File: src/rtl/bus_grant_watchdog_pkg.sv
package bus_grant_watchdog_pkg;

    typedef enum logic [1:0] {
        ST_IDLE    = 2'd0,
        ST_ARMED   = 2'd1,
        ST_FORCE   = 2'd2,
        ST_RELEASE = 2'd3
    } gw_state_t;

    function automatic int unsigned gw_cycles(input longint unsigned hz,
                                              input longint unsigned us);
        longint unsigned c;
        c = (hz * us) / 64'd1_000_000;
        if (c < 64'd2) c = 64'd2;
        return int'(c);
    endfunction

endpackage

File: src/rtl/gw_enable_reg.sv
module gw_enable_reg (
    input  logic clk,
    input  logic rst_n,
    input  logic wr,
    input  logic wdata,
    output logic en_q
);

    always_ff @(posedge clk or negedge rst_n) begin
        if (!rst_n) begin
            en_q <= 1'b1;
        end else if (wr) begin
            en_q <= wdata;
        end
    end

    // after reset the enable is observed set until a write clears it
    a_r1_enable_holds: assert property (@(posedge clk) disable iff (!rst_n)
        !$past(wr) |-> $stable(en_q));

endmodule

File: src/rtl/gw_span_counter.sv
module gw_span_counter #(
    parameter int unsigned SPAN = 4
) (
    input  logic clk,
    input  logic rst_n,
    input  logic clr,
    input  logic inc,
    output logic last
);

    localparam int unsigned W = (SPAN > 1) ? $clog2(SPAN) : 1;
    localparam logic [W-1:0] LAST_V = W'(SPAN - 1);

    logic [W-1:0] cnt;

    always_ff @(posedge clk or negedge rst_n) begin
        if (!rst_n) begin
            cnt <= '0;
        end else if (clr) begin
            cnt <= '0;
        end else if (inc && (cnt != LAST_V)) begin
            cnt <= cnt + 1'b1;
        end
    end

    assign last = (cnt == LAST_V);

    // the window count never passes its final value
    a_r2_count_in_range: assert property (@(posedge clk) disable iff (!rst_n)
        cnt <= LAST_V);

endmodule

File: src/rtl/gw_ctrl_fsm.sv
module gw_ctrl_fsm
    import bus_grant_watchdog_pkg::*;
(
    input  logic      clk,
    input  logic      rst_n,
    input  logic      en,
    input  logic      grant,
    input  logic      busy_in,
    input  logic      wait_last,
    input  logic      hold_last,
    output logic      wait_clr,
    output logic      wait_inc,
    output logic      hold_clr,
    output logic      hold_inc,
    output gw_state_t state
);

    gw_state_t state_nxt;

    always_ff @(posedge clk or negedge rst_n) begin
        if (!rst_n) begin
            state <= ST_IDLE;
        end else begin
            state <= state_nxt;
        end
    end

    always_comb begin
        state_nxt = state;
        unique case (state)
            ST_IDLE: begin
                if (en && grant && !busy_in) state_nxt = ST_ARMED;      // T_GRANT
            end
            ST_ARMED: begin
                if (!en)            state_nxt = ST_IDLE;                // T_DISABLE
                else if (busy_in)   state_nxt = ST_IDLE;                // T_TAKEN
                else if (grant)     state_nxt = ST_ARMED;               // T_REGRANT
                else if (wait_last) state_nxt = ST_FORCE;               // T_EXPIRE
            end
            ST_FORCE: begin
                if (!en)            state_nxt = ST_IDLE;                // T_DISABLE
                else if (hold_last) state_nxt = ST_RELEASE;             // T_HELD
            end
            ST_RELEASE: begin
                if (!en)            state_nxt = ST_IDLE;                // T_DISABLE
                else if (!busy_in)  state_nxt = ST_IDLE;                // T_QUIET
            end
            default: state_nxt = ST_IDLE;
        endcase
    end

    always_comb begin
        wait_clr = 1'b0;
        wait_inc = 1'b0;
        hold_clr = 1'b1;
        hold_inc = 1'b0;
        unique case (state)
            ST_IDLE: begin
                wait_clr = 1'b1;
            end
            ST_ARMED: begin
                wait_clr = grant;
                wait_inc = !grant;
            end
            ST_FORCE: begin
                wait_clr = 1'b1;
                hold_clr = 1'b0;
                hold_inc = 1'b1;
            end
            ST_RELEASE: begin
                wait_clr = 1'b1;
            end
            default: begin
                wait_clr = 1'b1;
            end
        endcase
    end

    // a busy line seen while armed never leads straight into forcing
    a_r3_taken_no_force: assert property (@(posedge clk) disable iff (!rst_n)
        (state == ST_ARMED && busy_in) |=> state != ST_FORCE);

    // grants are not accepted from the release state
    a_r5_release_no_rearm: assert property (@(posedge clk) disable iff (!rst_n)
        (state == ST_RELEASE) |=> state != ST_ARMED);

    // a grant that meets a busy line does not arm from rest
    a_r9_busy_grant_ignored: assert property (@(posedge clk) disable iff (!rst_n)
        (state == ST_IDLE && busy_in) |=> state == ST_IDLE);

endmodule

File: src/rtl/bus_grant_watchdog.sv
module bus_grant_watchdog
    import bus_grant_watchdog_pkg::*;
#(
    parameter longint unsigned CLK_HZ   = 200_000_000,
    parameter longint unsigned LIMIT_US = 410,
    parameter int unsigned     HOLD_CYC = 4
) (
    input  logic clk,
    input  logic rst_n,
    input  logic cfg_we,
    input  logic cfg_en,
    input  logic grant_pulse,
    input  logic busy_line,
    output logic busy_drive
);

    localparam int unsigned LIMIT_CYC = gw_cycles(CLK_HZ, LIMIT_US);
    localparam int unsigned HOLD_EFF  = (HOLD_CYC < 1) ? 1 : HOLD_CYC;
    localparam int unsigned RUN_W     = $clog2(HOLD_EFF + 2);

    logic      en_q;
    logic      wait_clr, wait_inc, hold_clr, hold_inc;
    logic      wait_last, hold_last;
    gw_state_t state;

    gw_enable_reg u_en (
        .clk   (clk),
        .rst_n (rst_n),
        .wr    (cfg_we),
        .wdata (cfg_en),
        .en_q  (en_q)
    );

    gw_span_counter #(.SPAN(LIMIT_CYC)) u_window (
        .clk   (clk),
        .rst_n (rst_n),
        .clr   (wait_clr),
        .inc   (wait_inc),
        .last  (wait_last)
    );

    gw_span_counter #(.SPAN(HOLD_EFF)) u_hold (
        .clk   (clk),
        .rst_n (rst_n),
        .clr   (hold_clr),
        .inc   (hold_inc),
        .last  (hold_last)
    );

    gw_ctrl_fsm u_fsm (
        .clk       (clk),
        .rst_n     (rst_n),
        .en        (en_q),
        .grant     (grant_pulse),
        .busy_in   (busy_line),
        .wait_last (wait_last),
        .hold_last (hold_last),
        .wait_clr  (wait_clr),
        .wait_inc  (wait_inc),
        .hold_clr  (hold_clr),
        .hold_inc  (hold_inc),
        .state     (state)
    );

    assign busy_drive = (state == ST_FORCE) && en_q;

    // checker: length of the current self-driven run
    logic [RUN_W-1:0] run_len;
    always_ff @(posedge clk or negedge rst_n) begin
        if (!rst_n) begin
            run_len <= '0;
        end else if (!busy_drive) begin
            run_len <= '0;
        end else if (run_len != {RUN_W{1'b1}}) begin
            run_len <= run_len + 1'b1;
        end
    end

    // a drive that ends while enabled lasted exactly the hold length
    a_r4_hold_len: assert property (@(posedge clk) disable iff (!rst_n)
        ($fell(busy_drive) && en_q && $past(en_q)) |-> run_len == RUN_W'(HOLD_EFF));

    // the drive only begins out of an armed window
    a_r2_rise_from_armed: assert property (@(posedge clk) disable iff (!rst_n)
        $rose(busy_drive) |-> $past(state) == ST_ARMED);

    // a cleared enable brings the controller to rest
    a_r7_disable_idle: assert property (@(posedge clk) disable iff (!rst_n)
        (!en_q) |=> (state == ST_IDLE || en_q));

    // the release state never drives the line
    a_r5_release_quiet: assert property (@(posedge clk) disable iff (!rst_n)
        (state == ST_RELEASE) |-> !busy_drive);

endmodule

File: config.mk
export PLATFORM = sky130hd
export DESIGN_NAME = bus_grant_watchdog
export DESIGN_NICKNAME = d
export VERILOG_FILES = /design/src/rtl/bus_grant_watchdog_pkg.sv /design/src/rtl/gw_enable_reg.sv /design/src/rtl/gw_span_counter.sv /design/src/rtl/gw_ctrl_fsm.sv /design/src/rtl/bus_grant_watchdog.sv
export SDC_FILE = /design/constraint.sdc
export NUM_CORES = 1
export LEC_CHECK = 0
export BUFFER_PORTS_ARGS = -buffer_cell sky130_fd_sc_hd__buf_2
export CORE_MARGIN = 4
export CORE_UTILIZATION = 32
export DETAILED_ROUTE_END_ITERATION = 10
export HOLD_SLACK_MARGIN = 0.06
export REMOVE_ABC_BUFFERS = 1
export SYNTH_ARGS = -nofsm -noshare
export SYNTH_HDL_FRONTEND = slang
export SYNTH_SLANG_ARGS = --single-unit
File: constraint.sdc
create_clock -name clk -period 2.1 [get_ports clk]
set_input_delay 0.315 -clock clk [delete_from_list [all_inputs] [get_ports clk]]
set_output_delay 0.315 -clock clk [all_outputs]
set_load 0.01 [all_outputs]
==> flow_summary.yaml, run 1 <==
logic_synthesis:
  synth_seq_area_share_pct: 48.1
  synthXorXnorAreaFrac_pct: 6.11
  number_of_flops_mapped_to_enable_cells_by_yosys: 0
  muxShareOfSynthArea_pct: 3.60
  post_synth_fa_ha_maj_area_fraction_pct: 2.18
  synth_area_leaders: "sky130_fd_sc_hd__dfrtp_1, sky130_fd_sc_hd__xor2_1, sky130_fd_sc_hd__nor2_1"
  combinational_family_with_the_most_area_after_synthesis: "simple AND/OR/NAND/NOR gates"
  synth_area_per_cell_um2: 9.97
  count_of_state_elements_after_synthesis: 22
  synthesis.instances: 115
  synth-simple-area-share_pct: 27.8
  most_instantiated_flip_flop_cell_in_the_synthesis_netlist: "sky130_fd_sc_hd__dfrtp_1"
  postSynth.asyncResetShare_pct: 100
  post-synth-top-area-fraction_pct: 45.9
  ys_warn_count: 0
  ys_types: 35
  synth.cell_area_mm2: 0.00115
  largest_area_contributor_in_the_netlist: "sky130_fd_sc_hd__dfrtp_1"
  synth-compound-area-share_pct: 10.0
global_routing:
  grt_start_max_net_pins: 23
  grt_pass1_wl_um: 3770
  grt.total_usage_pct: 10.7
  grt_antenna_before_repair: 0
  grt_overflow_total: 0
  grt_pass1_vias: 843
floorplanning:
  start_util_pct: 33.8
  design.die.area_mm2: 0.00460
  coreArea_mm2: 0.00339
  floorplan.die.width_um: 67.8
  die_y_um: 67.8
  number_of_i_o_pins: 7
  placement_rows: 21
finish:
  area_growth_pct: 10.4
  layout.cells.most_common_list: "sky130_fd_sc_hd__dfrtp_1, sky130_fd_sc_hd__nor2_1, sky130_fd_sc_hd__o21ai_0"
  final_core_util_pct: 37.3
  filler_cell_count: 341
  layout.nets: 133
  number_of_antenna_diodes: 0
  final_area_mm2: 0.00126
  layout.cells.most_common: "sky130_fd_sc_hd__dfrtp_1"
  final_layout_size_suffix_gt1_share_pct: 17.7
setup_path:
  cp-end-kind: "flop"
  r2r_cells: 4
  worstSetupPathDepth: 4
  timing.critical_path.buf_inv: 0
  worst-path-max-fanout: 4
  startpoint_type: "flop"
  timing.rr.start: "u_window.cnt[10]$_DFFE_PN0P_"
  crit-reg2reg-capture: "u_window.cnt[0]$_DFFE_PN0P_"
  slowest_stage: "sky130_fd_sc_hd__or4b_4"
  worstPathArrival_ns: 2.00
  timing.critical_path.slowest_cell_delay_ns: 0.56
  cp_class: "flop to flop"
  path_delay_family: "simple AND/OR/NAND/NOR gates"
  worst-r2r-setup-slack_ns: 0.32
  cp_cell_sequence: "or4b_4, nor4_4, and2_4, mux2i_1"
  critPathRequiredTime_ns: 2.32
run:
  drv.max_cap_violation_count: 0
power_and_ir_drop:
  vdd_ir_drop_max_v: 0.000154
  static-leakage-power_nw: 0.509
  power_per_unit_of_standard_cell_area_mw_per_mm2: 517
clock_network:
  postCtsSetupBuffers: 0
  cts_tree: "yes"
  insertion_delay_to_the_later_sink_of_the_worst_skew_pair_ns: 0.30
  clk_pin_slew_worst_paths_ns: 0.12
  cts_max_level: 1
  clk_root_buffer_cell: "sky130_fd_sc_hd__clkbuf_4"
  cts.sink_count: 22
  cts_made_buffers: 3
  clock_path_buffers: 2
drt:
  drc: 0
  drtPass1Iterations: 2
  initialDrtViolationCount: 25
  detail_route.wirelength_um: 2110
  wirelength_per_cell_um: 12.4
  vias: 842
  postRouteAntennaNets: 0
  detail_route.vias_per_cell: 4.95
sta:
  timing_worst_slew_pin_value_ns: 0.483
  slew_headroom_pct: 67.8
  final_hold_viol_count: 0
  report.final.slew_viol_count: 0
  clock_skew_ns: 0.00823
  layout_min_cycle_time_ns: 1.78
  grt_setup_unrepaired: "false"
  timing.final.crit_share_pct: 84.6
  setup_violations: 0
  finalSetupTns_ns: 0
  maxClockFrequency_mhz: 563
hold_path:
  hp-start: "cfg_we"
  whs_path_depth: 2
  hold-path-endpoint: "u_en.en_q$_DFFE_PN1P_"
  timing.hold.worst.class: "primary input to flop"
placement:
  dp_hpwl_um: 1560
  routabilityCongestion: 0.771
  placed_cell_area_mm2: 0.00123
  number_of_input_and_output_port_buffers_inserted: 6
status:
  run_status: "completed"
==> layout make-up <==
type	instances	area [um^2]	area share (%)
Multi-Input combinational cell	87	571	45.1
Sequential cell	22	552	43.6
Tap cell	46	57.6	4.55
Timing Repair Buffer	8	47.5	3.76
Clock buffer	4	26.3	2.08
Inverter	3	11.3	0.890
==> how the worst max path moves through the flow <==
stage / slack [ns] / from / end
2_1_floorplan: 0.44 / u_window.cnt[10]$_DFFE_PN0P_ / u_window.cnt[0]$_DFFE_PN0P_
4_1_cts: 0.31 / u_window.cnt[10]$_DFFE_PN0P_ / u_window.cnt[0]$_DFFE_PN0P_
6_report: 0.32 / u_window.cnt[10]$_DFFE_PN0P_ / u_window.cnt[0]$_DFFE_PN0P_
5_1_grt: 0.18 / u_window.cnt[10]$_DFFE_PN0P_ / u_window.cnt[1]$_DFFE_PN0P_
3_5_place_dp: 0.37 / u_window.cnt[10]$_DFFE_PN0P_ / u_window.cnt[1]$_DFFE_PN0P_
3_3_place_gp: 0.40 / u_window.cnt[10]$_DFFE_PN0P_ / u_window.cnt[1]$_DFFE_PN0P_
==> what timing repair did <==
item                                   4_1_cts  5_1_grt
endpoints found under the hold margin       21        0
hold buffers                                 1        0
gates resized for setup                      0        0
==> flip-flops by register name (all words and copies together) (netlist names) <==
signal	cells
u_en.en_q	1
u_fsm.state	2
u_hold.cnt	2
u_window.cnt	17
==> cells by family (layout without fill, tap and decap cells) <==
logic type      count (synthesis)  after routing
compound gates                 19             19
mux                             4              4
fa+ha+maj                       2              2
flops                          22             22
buf+inv                         6             15
simple gates                   54             54
xor+xnor                        8              8
==> power breakdown <==
part | switching (mW) | internal [mW]
Clock | 0.120 | 0.0739
Sequential | 0.00283 | 0.428
Combinational | 0.0185 | 0.0101
Total | 0.141 | 0.512
==> synth_stat cells, types with 2 or more instances <==
library cell	n
sky130_fd_sc_hd__nand4_1	4
sky130_fd_sc_hd__a21oi_1	7
sky130_fd_sc_hd__clkbuf_1	2
sky130_fd_sc_hd__or2_2	2
sky130_fd_sc_hd__o21ai_0	8
sky130_fd_sc_hd__ha_1	2
sky130_fd_sc_hd__nand2b_1	3
sky130_fd_sc_hd__and2_1	2
sky130_fd_sc_hd__mux2i_1	3
sky130_fd_sc_hd__inv_1	3
sky130_fd_sc_hd__nand3_1	7
sky130_fd_sc_hd__nor2_1	11
sky130_fd_sc_hd__xor2_1	7
sky130_fd_sc_hd__or3_1	6
sky130_fd_sc_hd__nand2_1	7
sky130_fd_sc_hd__dfrtp_1	21
sky130_fd_sc_hd__and3_2	2
==> layer usage <==
layer  routed length, um  share of wire, %  GRT usage (%)  vias to the layer above
li1                    -                 -              -                      427
met1                1030                49           13.7                      406
met2                1010                48           17.6                        5
met3                  14              0.66          0.985                        4
met4                  53               2.5           6.45                        0
met5                   0                 0              0                        -
==> stage by stage <==
| stage | power, mW | setup slack (ns) | hold WS (ns) | instances |
|---|---|---|---|---|
| 2_1_floorplan | 0.449 | 0.438 | 0.0194 | 112 |
| 3_3_place_gp | 0.466 | 0.396 | 0.305 | 165 |
| 3_5_place_dp | 0.467 | 0.366 | 0.308 | 165 |
| 4_1_cts | 0.665 | 0.305 | 0.156 | 170 |
| 5_1_grt | 0.686 | 0.177 | 0.155 | 170 |
| 6_report | 0.653 | 0.324 | 0.165 | 170 |
No activity file was read; power rests on OpenSTA's default activity.
==> run 2, diff against run 1 <==
==> constraint.sdc (replaced) <==
create_clock -name clk -period 1.7 [get_ports clk]
set_input_delay 0.255 -clock clk [delete_from_list [all_inputs] [get_ports clk]]
set_output_delay 0.255 -clock clk [all_outputs]
set_load 0.01 [all_outputs]
==> run 2 against run 1 <==
Against the previous run: the flow now finishes with violations (setup timing); final cell count rose by 4.7%; wire length rose by 0.52%; largest cell class unchanged; non-clock buffer count rose by 8; sequential power rose by 23%; die area did not move; core utilization rose by 1.8 points; clock skew fell by 0.0029 ns; critical path type unchanged; total power rose by 25%; register-to-register slack got worse by 0.33 ns; clock power rose by 27%.
==> flow_summary.yaml, run 2 (synthesis results as in run 1) <==
status:
  run_status: "finished with violations"
  violations: "setup timing"
drt:
  drc: 0
  vias: 872
  detail_route.wirelength_um: 2120
  detail_route.vias_per_cell: 4.90
  wirelength_per_cell_um: 11.9
  postRouteAntennaNets: 0
  initialDrtViolationCount: 24
  drtPass1Iterations: 4
finish:
  reg_top3: "u_window.cnt (17), u_fsm.state (2), u_hold.cnt (2)"
  largest_register_ffs: 17
  layout.cells.most_common_list: "sky130_fd_sc_hd__dfrtp_1, sky130_fd_sc_hd__nor2_1, sky130_fd_sc_hd__buf_4"
  max_flop_register: "u_window.cnt"
  number_of_antenna_diodes: 0
  layout.nets: 141
  area_growth_pct: 15.8
  layout.cells.most_common: "sky130_fd_sc_hd__dfrtp_1"
  final_layout_size_suffix_gt1_share_pct: 23.5
sta:
  grt_setup_unrepaired: "true"
  timing_worst_slew_pin_value_ns: 0.483
  finalSetupTns_ns: -0.00104
  setup_violations: 1
  report.final.slew_viol_count: 0
  maxClockFrequency_mhz: 588
  worst_slack_ns: -0.00104
  slew_headroom_pct: 67.8
  clock_skew_ns: 0.00532
  layout_min_cycle_time_ns: 1.70
  timing.final.crit_share_pct: 100
  final_hold_viol_count: 0
clock_network:
  postCtsSetupBuffers: 0
  cts_made_buffers: 3
  insertion_delay_to_the_later_sink_of_the_worst_skew_pair_ns: 0.30
  clk_pin_slew_worst_paths_ns: 0.12
  cts_max_level: 1
  clock_path_buffers: 2
  clk_root_buffer_cell: "sky130_fd_sc_hd__clkbuf_4"
  cts.sink_count: 22
  cts_tree: "yes"
setup_path:
  slowest_stage: "sky130_fd_sc_hd__or4b_4"
  cp_class: "flop to flop"
  worstPathArrival_ns: 1.94
  cp-end-kind: "flop"
  worst-path-max-fanout: 4
  critPathRequiredTime_ns: 1.93
  cp_cell_sequence: "or4b_4, nor4_4, and2_4, mux2i_1"
  timing.critical_path.slowest_cell_delay_ns: 0.55
  startpoint_type: "flop"
floorplanning:
  design.die.area_mm2: 0.00460
  coreArea_mm2: 0.00339
  start_util_pct: 33.8
  placement_rows: 21
  floorplan.die.width_um: 67.8
  number_of_i_o_pins: 7
  die_y_um: 67.8
placement:
  number_of_input_and_output_port_buffers_inserted: 6
  routabilityCongestion: 0.788
  dp_hpwl_um: 1570
  pre_cts_slack_ns: -0.0110
global_routing:
  grt_antenna_before_repair: 0
  grt_start_max_net_pins: 23
  grt.total_usage_pct: 10.9
  grt_pass1_wl_um: 3790
  grt_overflow_total: 0
  grt_pass1_vias: 877
power_and_ir_drop:
  static-leakage-power_nw: 0.549
  power.sequential.fraction_pct: 65.4
  power_per_unit_of_standard_cell_area_mw_per_mm2: 613
  vdd_ir_drop_max_v: 0.000218
  power.switching_fraction_pct: 22.3
  cellInternalPower_uw: 633
  clock_power_share_pct: 30.3
  switchingPower_uw: 181
  combinational_cell_fraction_of_total_power_pct: 4.3
run:
  drv.max_cap_violation_count: 0
hold_path:
  timing.hold.worst.class: "primary input to flop"
[run 2: final cells by class]
| cell class | instances | area, um^2 |
|---|---|---|
| fillers | 340 | 2060 |
| multi-input cells | 87 | 573 |
| flip-flops and latches | 22 | 552 |
| repair buffers | 16 | 108 |
| well taps | 46 | 57.6 |
| clock buffers | 4 | 26.3 |
| inverters | 3 | 11.3 |
[run 2: timing repair]
action / CTS / global route
setup endpoints to repair: 2 / 8
pin swaps: 1 / 2
hold buffers: 1 / 0
hold endpoints to repair: 21 / 0
gates resized for setup: 0 / 1
[run 2: worst paths after layout]
check                                                  start                      endpoint  slack (ns)  depth (start not counted)
min in group asynchronous                              rst_n  u_window.cnt[11]$_DFFE_PN0P_        0.44                          2
worst max register to register  u_window.cnt[10]$_DFFE_PN0P_   u_window.cnt[1]$_DFFE_PN0P_      -0.001                          4
worst max-delay path            u_window.cnt[10]$_DFFE_PN0P_   u_window.cnt[1]$_DFFE_PN0P_      -0.001                          4
max in group asynchronous                              rst_n         u_en.en_q$_DFFE_PN1P_        0.91                          2
worst min-delay path                                  cfg_we         u_en.en_q$_DFFE_PN1P_         0.1                          2
worst min register to register     u_hold.cnt[0]$_DFFE_PN0P_     u_hold.cnt[0]$_DFFE_PN0P_        0.56                          2
[run 2: power groups by stage]
stage	Clock, mW	Combinational (mW)	Sequential, mW
floorplan	0	0.0132	0.542
global placement	0	0.0339	0.542
detailed placement	0	0.0346	0.542
CTS	0.262	0.0366	0.532
global route	0.275	0.0426	0.534
finish	0.247	0.0352	0.532
[run 2: metrics by stage]
| stage | std cells | power (mW) | cell area [um^2] | hold slack, ns | util, % |
|---|---|---|---|---|---|
| finish | 178 | 0.814 | 1330 | 0.0970 | 39.2 |
| global route | 178 | 0.851 | 1330 | 0.105 | 39.2 |
| CTS | 178 | 0.831 | 1330 | 0.0844 | 39.1 |
| detailed placement | 173 | 0.577 | 1290 | 0.252 | 38.0 |
| global placement | 173 | 0.576 | 1290 | 0.247 | 38.0 |
| floorplan | 112 | 0.555 | 1130 | -0.0406 | - |
[run 2: worst max-delay path, delay by kind of cell (launching register included)]
| family | cells | cell delay (ns) |
|---|---|---|
| multiplexers | 1 | 0.18 |
| AND/OR/NAND/NOR | 3 | 1.05 |
| flip-flops | 1 | 0.40 |
[run 2: layer usage]
| metal | global-route usage (%) | vias up | share of wire, % |
|---|---|---|---|
| li1 | - | 442 | - |
| met1 | 14.6 | 425 | 50 |
| met2 | 17.3 | 3 | 48 |
| met3 | 0.985 | 2 | 0.47 |
| met4 | 5.96 | 0 | 1.6 |
| met5 | 0 | - | 0 |
==> run 3, diff against run 2 <==
--- a/config.mk
+++ b/config.mk
@@ -11,6 +11,7 @@
 export DETAILED_ROUTE_END_ITERATION = 10
 export HOLD_SLACK_MARGIN = 0.06
 export REMOVE_ABC_BUFFERS = 1
+export SKIP_CTS_REPAIR_TIMING = 1
 export SYNTH_ARGS = -nofsm -noshare
 export SYNTH_HDL_FRONTEND = slang
 export SYNTH_SLANG_ARGS = --single-unit
==> run 3 against run 2 <==
Against the previous run: the flow still finishes with violations (setup timing); clock power is essentially flat; sequential share of layout area unchanged; global-route usage decreased by 0.069 points; worst hold slack improved by 0.0010 ns; critical path depth did not move; clock skew up 0.00074 ns; cell area stayed put; non-clock buffer count stayed put; setup slack about the same; highest routed layer unchanged.
==> flow_summary.yaml, run 3 (synthesis results as in run 1) <==
global_routing:
  grt_antenna_before_repair: 0
  grt_pass1_vias: 870
  grt.total_usage_pct: 10.8
  grt_pass1_wl_um: 3760
  grt_start_max_net_pins: 23
  grt_overflow_total: 0
run:
  drv.max_cap_violation_count: 0
clock_network:
  cts_tree: "yes"
  cts.sink_count: 22
  cts_made_buffers: 3
  clk_root_buffer_cell: "sky130_fd_sc_hd__clkbuf_4"
  cts_max_level: 1
  insertion_delay_to_the_later_sink_of_the_worst_skew_pair_ns: 0.30
  clk_pin_slew_worst_paths_ns: 0.12
  clock_path_buffers: 2
floorplanning:
  number_of_i_o_pins: 7
  start_util_pct: 33.8
  floorplan.die.width_um: 67.8
  design.die.area_mm2: 0.00460
  placement_rows: 21
  coreArea_mm2: 0.00339
  die_y_um: 67.8
status:
  run_status: "finished with violations"
  violations: "setup timing"
sta:
  worst_slack_ns: -0.000818
  setup_violations: 1
  final_hold_viol_count: 0
  timing.final.crit_share_pct: 100
  slew_headroom_pct: 67.8
  layout_min_cycle_time_ns: 1.70
  grt_setup_unrepaired: "true"
  timing_worst_slew_pin_value_ns: 0.482
  clock_skew_ns: 0.00607
  report.final.slew_viol_count: 0
  maxClockFrequency_mhz: 588
power_and_ir_drop:
  vdd_ir_drop_max_v: 0.000217
  static-leakage-power_nw: 0.549
  power_per_unit_of_standard_cell_area_mw_per_mm2: 613
  pwr_total_uw: 813
hold_path:
  whs_path_depth: 2
  timing.hold.worst.class: "primary input to flop"
  hp-start: "cfg_we"
  hold-path-endpoint: "u_en.en_q$_DFFE_PN1P_"
setup_path:
  worst-path-max-fanout: 4
  worstPathArrival_ns: 1.93
  timing.rr.start: "u_window.cnt[10]$_DFFE_PN0P_"
  critPathRequiredTime_ns: 1.93
  cp_class: "flop to flop"
  startpoint_type: "flop"
  worst-r2r-setup-slack_ns: -0.0008
  r2r_cells: 4
  cp-end-kind: "flop"
  crit-reg2reg-capture: "u_window.cnt[1]$_DFFE_PN0P_"
drt:
  drc: 0
  postRouteAntennaNets: 0
  detail_route.vias_per_cell: 4.91
  initialDrtViolationCount: 24
  vias: 874
  drtPass1Iterations: 4
  wirelength_per_cell_um: 11.9
  detail_route.wirelength_um: 2120
finish:
  max_flop_register: "u_window.cnt"
  reg_top3: "u_window.cnt (17), u_fsm.state (2), u_hold.cnt (2)"
  layout.nets: 141
  post_layout_nonfiller_instances: 178
  area_growth_pct: 15.8
  number_of_antenna_diodes: 0
  layout.cells.most_common_list: "sky130_fd_sc_hd__dfrtp_1, sky130_fd_sc_hd__nor2_1, sky130_fd_sc_hd__buf_4"
  final_layout_size_suffix_gt1_share_pct: 23.5
  largest_register_ffs: 17
  layout.cells.most_common: "sky130_fd_sc_hd__dfrtp_1"
placement:
  routabilityCongestion: 0.788
  number_of_input_and_output_port_buffers_inserted: 6
  dp.cells: 173
  dp_hpwl_um: 1570
==> run 3: metrics by stage <==
stage	setup TNS, ns	hold WS, ns	setup slack [ns]	cell area, um^2	utilization, %
3_3_place_gp	0	0.247	0.0428	1290	38.0
4_1_cts	-0.0503	-0.101	-0.0301	1320	38.8
6_report	-0.000818	0.0980	-0.000818	1330	39.2
3_5_place_dp	-0.0110	0.252	-0.0110	1290	38.0
5_1_grt	-0.335	0.105	-0.123	1330	39.2
2_1_floorplan	0	-0.0406	0.0380	1130	-
==> run 3: critical path: stages, from the launching register on <==
cell                      delay, ns
sky130_fd_sc_hd__dfrtp_1       0.40
sky130_fd_sc_hd__or4b_4        0.55
sky130_fd_sc_hd__nor4_4        0.29
sky130_fd_sc_hd__and2_4        0.21
sky130_fd_sc_hd__mux2i_1       0.18
==> run 3: final cells by class <==
class	count	area, um^2
flip-flops and latches	22	552
well taps	46	57.6
inverters	3	11.3
multi-input cells	87	573
clock buffers	4	26.3
fillers	342	2060
repair buffers	16	108
==> run 3: worst max path at each step <==
| stage | start | end | cells after the start |
|---|---|---|---|
| detailed placement | u_window.cnt[10]$_DFFE_PN0P_ | u_window.cnt[1]$_DFFE_PN0P_ | 4 |
| global route | u_window.cnt[10]$_DFFE_PN0P_ | u_window.cnt[0]$_DFFE_PN0P_ | 4 |
| CTS | u_window.cnt[10]$_DFFE_PN0P_ | u_window.cnt[1]$_DFFE_PN0P_ | 4 |
| global placement | u_window.cnt[10]$_DFFE_PN0P_ | u_window.cnt[0]$_DFFE_PN0P_ | 4 |
| finish | u_window.cnt[10]$_DFFE_PN0P_ | u_window.cnt[1]$_DFFE_PN0P_ | 4 |
| floorplan | u_window.cnt[10]$_DFFE_PN0P_ | u_window.cnt[0]$_DFFE_PN0P_ | 4 |
==> run 3: power by group <==
part | internal [mW] | switching [mW]
Clock | 0.0915 | 0.154
Sequential | 0.529 | 0.00339
Combinational | 0.0126 | 0.0226
Total | 0.633 | 0.181
==> run 3: layer usage <==
metal / track usage (%) / part of all wire [%] / wire, um / vias to the layer above
li1: - / - / - / 442
met1: 14.4 / 50 / 1050 / 423
met2: 17.0 / 48 / 1010 / 7
met3: 1.15 / 0.99 / 21 / 2
met4: 5.96 / 1.6 / 34 / 0
met5: 0 / 0 / 0 / -
